$ cat config.mk
export PLATFORM = sky130hd
export DESIGN_NAME = ctl_bit_serializer
export DESIGN_NICKNAME = d
export VERILOG_FILES = /design/src/rtl/ctl_ser_pkg.sv /design/src/rtl/ctl_ser_slot_ctr.sv /design/src/rtl/ctl_ser_addr_map.sv /design/src/rtl/ctl_ser_out_reg.sv /design/src/rtl/ctl_bit_serializer.sv
export SDC_FILE = /design/constraint.sdc
export NUM_CORES = 1
export LEC_CHECK = 0
export BUFFER_PORTS_ARGS = -buffer_cell sky130_fd_sc_hd__buf_2
export CAP_MARGIN = 20
export CORE_AREA = 5 5 42 44
export CTS_BUF_LIST = sky130_fd_sc_hd__clkbuf_16
export CTS_CLUSTER_SIZE = 25
export DETAILED_ROUTE_END_ITERATION = 6
export DIE_AREA = 0 0 47 49
export PLACE_DENSITY = 0.72
export RECOVER_POWER = 50
export SKIP_CTS_REPAIR_TIMING = 1
export SYNTH_ARGS = -nofsm -noshare
export SYNTH_HDL_FRONTEND = slang
export SYNTH_HIERARCHICAL = 1
export SYNTH_SLANG_ARGS = --single-unit
export TNS_END_PERCENT = 30
$ cat constraint.sdc
create_clock -name clk -period 2.2 [get_ports clk]
set_clock_uncertainty 0.2 [all_clocks]
set_input_delay 0.11 -clock clk [delete_from_list [all_inputs] [get_ports clk]]
set_output_delay 0.11 -clock clk [all_outputs]
set_load 0.005 [all_outputs]
$ cat src/rtl/ctl_ser_pkg.sv
package ctl_ser_pkg;
    localparam int NUM_STREAMS  = 8;
    localparam int NUM_CHANNELS = 32;
    localparam int STREAM_W     = $clog2(NUM_STREAMS);
    localparam int CHAN_W       = $clog2(NUM_CHANNELS);
    localparam int SLOT_W       = STREAM_W + CHAN_W;
    localparam int ADDR_W       = SLOT_W;

    // Position inside a frame: channel, then bit time within the channel
    typedef struct packed {
        logic [CHAN_W-1:0]   chan;
        logic [STREAM_W-1:0] phase;
    } slot_t;

    // Connection memory address
    typedef struct packed {
        logic [STREAM_W-1:0] stream;
        logic [CHAN_W-1:0]   chan;
    } cm_addr_t;

    // Phase k selects stream k; channel leads by one
    function automatic cm_addr_t slot_to_addr(slot_t s);
        cm_addr_t a;
        a.stream = s.phase;
        a.chan   = s.chan + CHAN_W'(1);
        return a;
    endfunction
endpackage

$ cat src/rtl/ctl_ser_slot_ctr.sv
module ctl_ser_slot_ctr
    import ctl_ser_pkg::*;
(
    input  logic  clk,
    input  logic  rst,
    input  logic  frame_sync,
    output slot_t slot_q,
    output slot_t slot_next
);
    always_comb begin
        if (frame_sync) slot_next = '0;
        else            slot_next = slot_t'(SLOT_W'(slot_q) + SLOT_W'(1));
    end

    always_ff @(posedge clk) begin
        if (rst) slot_q <= '1;
        else     slot_q <= slot_next;
    end
endmodule

$ cat src/rtl/ctl_ser_addr_map.sv
module ctl_ser_addr_map
    import ctl_ser_pkg::*;
(
    input  slot_t              slot_next,
    output logic [ADDR_W-1:0]  rd_addr
);
    cm_addr_t addr;
    always_comb addr = slot_to_addr(slot_next);
    assign rd_addr = addr;
endmodule

$ cat src/rtl/ctl_ser_out_reg.sv
module ctl_ser_out_reg #(
    parameter int WORD_W   = 8,
    parameter int CTRL_BIT = 1
) (
    input  logic              clk,
    input  logic              rst,
    input  logic [WORD_W-1:0] rd_data,
    output logic              ser_out
);
    always_ff @(posedge clk) begin
        if (rst) ser_out <= 1'b0;
        else     ser_out <= rd_data[CTRL_BIT];
    end
endmodule

$ cat src/rtl/ctl_bit_serializer.sv
module ctl_bit_serializer
    import ctl_ser_pkg::*;
#(
    parameter int WORD_W   = 8,
    parameter int CTRL_BIT = 1
) (
    input  logic              clk,
    input  logic              rst,
    input  logic              frame_sync,
    output logic [ADDR_W-1:0] rd_addr,
    input  logic [WORD_W-1:0] rd_data,
    output logic              ser_out
);
    slot_t slot_q;
    slot_t slot_next;

    ctl_ser_slot_ctr u_ctr (
        .clk        (clk),
        .rst        (rst),
        .frame_sync (frame_sync),
        .slot_q     (slot_q),
        .slot_next  (slot_next)
    );

    ctl_ser_addr_map u_map (
        .slot_next (slot_next),
        .rd_addr   (rd_addr)
    );

    ctl_ser_out_reg #(.WORD_W(WORD_W), .CTRL_BIT(CTRL_BIT)) u_out (
        .clk     (clk),
        .rst     (rst),
        .rd_data (rd_data),
        .ser_out (ser_out)
    );
endmodule

# --- After elaboration in Yosys (flattened, before gate mapping) ---
# Cells that the tools add are included.
classes:
  mux: 1
  n_addsub: 2
op_table:
  columns: ["op", "n"]
  rows:
  - ["$add A8 B1 Y8 const B", 1]
  - ["$mux W8", 1]
  - ["$add A5 B1 Y5 const B", 1]
word_totals:
  regBits: 9
  wordCells: 6
  output_inout_bits: 9

# --- Logic depth before layout (Yosys ltp) ---
depth:
  word_depth: 3
  depth_mapped: 7
  depth_no_buf: 7

# --- Hierarchy ---
# Netlist, hierarchy kept.
by_module_without_submodules:
  columns: ["mod", "area_each_um2", "seq_area_each_um2", "n_inst", "cells_per_inst"]
  rows:
  - ["ctl_ser_slot_ctr", 396.6, 160.2, 1, 46]
  - ["ctl_ser_addr_map", 75.1, 0.0, 1, 10]
  - ["ctl_ser_out_reg", 33.8, 20.0, 1, 2]

# --- Least setup slack after synthesis ---
# No wires, ideal clock.
synth_timing:
  kind: "register -> output"
  from: "register u_ctr/slot_q[0] (netlist name)"
  to: "output port rd_addr[4]"
  t_arrival_ns: 1.605
  path_stages_with_launch: 7
  n_path_buf: 0
  setup_slack_ns: 0.285
  path_cell_list: "dfxtp_1 -> ha_1 -> clkinv_1 -> or4_1 -> o21ai_0 -> nand3_1 -> xnor2_1"
synth_lines:
  columns: ["element", "line", "text"]
  rows:
  - ["end: declaration", "ctl_bit_serializer.sv:10", "output logic [ADDR_W-1:0] rd_addr,"]

==> summary.txt <==
Final layout
  – Layout cell share with drive strength beyond 1: 42.7%
  – Area delta synth->final: 43.3%
  – Final core occ: 51.7%
  – Multi-input logic area: 327 µm²
  – Finished layout cell area: 724 µm²
  – Register area: 189 µm²
  – Layout Nets: 89
  – # fillers: 133
  – Ant. Diodes: 0

Logic synthesis
  – Post-synth top flop: dfxtp_1
  – Most frequent cell after synthesis: dfxtp_1
  – Post-synthesis simple-gate area fraction: 28.5%
  – Seq/Total Area, Yosys: 35.6%
  – Yosys top cell by area: dfxtp_1
  – Post-synthesis compound-gate area fraction: 13.1%
  – EDFF count, synth: 0
  – Count of different cell masters after synthesis: 23
  – Synthesized area: 505 µm²
  – Post-synthesis adder-cell area fraction: 4.95%
  – Avg Cell Area, Syn: 8.72 µm²
  – Synth top area cells: dfxtp_1 (36%), nand3_1 (5.9%), nor2_1 (5.2%)
  – Syn nets: 71
  – Xor/xnor share of the synthesized area: 10.4%
  – Syn Inst Count: 58
  – Asr flop ratio synth: 0%
  – Largest family of logic cells by synthesized area: simple AND/OR/NAND/NOR gates
  – Commonest cells post-synth: dfxtp_1 (9), nor2_1 (7), nand3_1 (6), o21ai_0 (5)
  – Synth warn: 6
  – Flops & latches, synth: 9
  – Top-area cell type share of the netlist area: 35.6%
  – Mux share of post-synthesis cell area: 0%

STA
  – RSZ-0062 raised after global routing: false
  – Final Hold Vio Count: 0
  – Final cycle utilization of the critical path: 95.1%
  – Fmax: 0.478 GHz
  – Slew Viols, Final: 0
  – Final setup viols: 0
  – Period minus WS final: 2.09 ns
  – Worst-margin pin slew: 0.272 ns
  – Worst rel slew slack: 81.8%

Power and ir drop
  – Switching Fraction: 23.8%
  – VDD IR max: 0.821 mV
  – P_int: 474 µW
  – P_sw: 148 µW
  – Share of power burned in registers: 31.4%
  – LEAKAGE: 0.305 nW
  – Clock share of power: 50.3%
  – Combinational power share: 18.2%
  – Pwr Density: 859 mW/mm²

Floorplanning
  – Die Ht: 49 µm
  – Die footprint: 0.00230 mm²
  – Rows: 14
  – Core area: 0.00140 mm²
  – I/O Pins: 20
  – Die W: 47 µm
  – Initial Util: 36.1%

Drt
  – Initial drt markers: 6
  – Antenna-violating nets left: 0
  – DRC errors left: 0
  – Vias post-DR: 444
  – Drt pass-1 iters: 2
  – WL per Instance: 11.9 µm
  – Average vias per placed instance: 4.88
  – Total Wirelength: 1090 µm

Critical path
  – Reg2reg setup slack: 0.71 ns
  – Critical path type: reg -> out
  – Crit Path Max Fanout: 4
  – Setup crit end kind: output pin
  – Worst Path Arrival: 1.78 ns
  – CP required: 1.89 ns
  – Critical path launch point type: flop

Placement
  – RePlAce Congestion: 0.741
  – # port buffers: 12
  – Hpwl dp: 748 µm
  – Post-DP Area: 574 µm²

Global route
  – First-pass GRT wire length: 1750 µm
  – Initial antenna violation count: 0
  – GRT Overall Usage: 10.7%
  – Largest net degree at the start of global routing: 16
  – Grt ovf: 0
  – Vias in the first global route: 450

Worst hold path
  – HP Class: in -> reg

Clock network
  – CTS tree: built
  – Clock sinks: 9
  – CTS Root Buffer Type: clkbuf_16
  – Clock Latency Late Sink: 0.23 ns
  – Clock transition at the registers of the reported paths: 0.04 ns
  – CTS max path bufs: 2
  – CTS H-Tree Depth: 1
  – TritonCTS Buffers: 3

Outcome
  – Status: completed

Flow run
  – Max-cap violation count: 0
==> stage by stage <==
stage	setup TNS [ns]	total power [mW]	hold WS (ns)	worst slack, ns	std cells
after floorplan	0	0.264	-0.0257	0.285	58
after global placement	0	0.294	0.120	0.183	84
after detailed placement	0	0.296	0.119	0.171	84
after CTS	-0.0781	0.613	-0.122	-0.0781	88
after global routing	0	0.661	0.0673	0.00177	91
final	0	0.622	0.0492	0.107	91
==> state kept, by name, summed over array words and instances (netlist names) <==
signal / cells
u_ctr/slot_q: 8
u_out/ser_out: 1
==> layout by cell type, fill, tap and decap left out, drive strengths merged <==
cell,synthesis,routed
buf,3,12
clkbuf,1,6
clkinv,1,1
dfxtp,9,9
dlygate4sd3,0,2
ha,2,2
inv,2,3
nand2,1,1
nand2b,3,3
nand3,6,6
nand4,1,1
nor2,7,7
nor2b,2,2
o211ai,3,3
o21ai,7,7
or2,1,1
or4,3,3
xnor2,3,3
xor2,3,3
==> worst paths after layout <==
| path | end | cells past startpoint | startpoint |
|---|---|---|---|
| max | rd_addr[4] | 6 | u_ctr/slot_q[5] |
| min | u_ctr/slot_q[3] | 2 | frame_sync |
| max reg2reg | u_ctr/slot_q[6] | 3 | u_ctr/slot_q[5] |
| min reg2reg | u_ctr/slot_q[7] | 2 | u_ctr/slot_q[7] |
==> power groups by stage <==
stage / clock network, mW / logic, mW / registers (mW)
after detailed placement: 0 / 0.102 / 0.194
after global routing: 0.335 / 0.129 / 0.198
after global placement: 0 / 0.0998 / 0.194
after floorplan: 0 / 0.0712 / 0.193
final: 0.313 / 0.113 / 0.196
after CTS: 0.319 / 0.102 / 0.192
==> per-layer routing <==
| metal | GRT usage, % | wire [µm] | vias up |
|---|---|---|---|
| met3 | 5.17 | 58 | 2 |
| met1 | 11.5 | 488 | 200 |
| met2 | 15.8 | 513 | 10 |
| met5 | 0 | 0 | - |
| li1 | - | - | 232 |
| met4 | 6.91 | 25 | 0 |
==> logic make-up after synthesis <==
kind of cell / count (synthesis)
flip-flops: 9
AO/OA/AOI/OAI: 10
XOR/XNOR: 6
AND/OR/NAND/NOR: 24
buffers and inverters: 7
adder cells (fa/ha/maj): 2
==> layout make-up <==
cell class,instances,share of cell area [%]
Tap cell,16,2.76
Clock inverter,1,0.518
Clock buffer,3,10.4
Sequential cell,9,26.1
Timing Repair Buffer,17,13.6
Multi-Input combinational cell,42,45.1
Inverter,3,1.55
==> critical path: stages, from the launching register on <==
cell and delay, ns:
dfxtp_1 0.36, nand4_2 0.16, or4_4 0.56, o21ai_4 0.08, nand3_1 0.11, xnor2_1 0.15
buf_2 0.13
(Power assumes the default switching activity.)
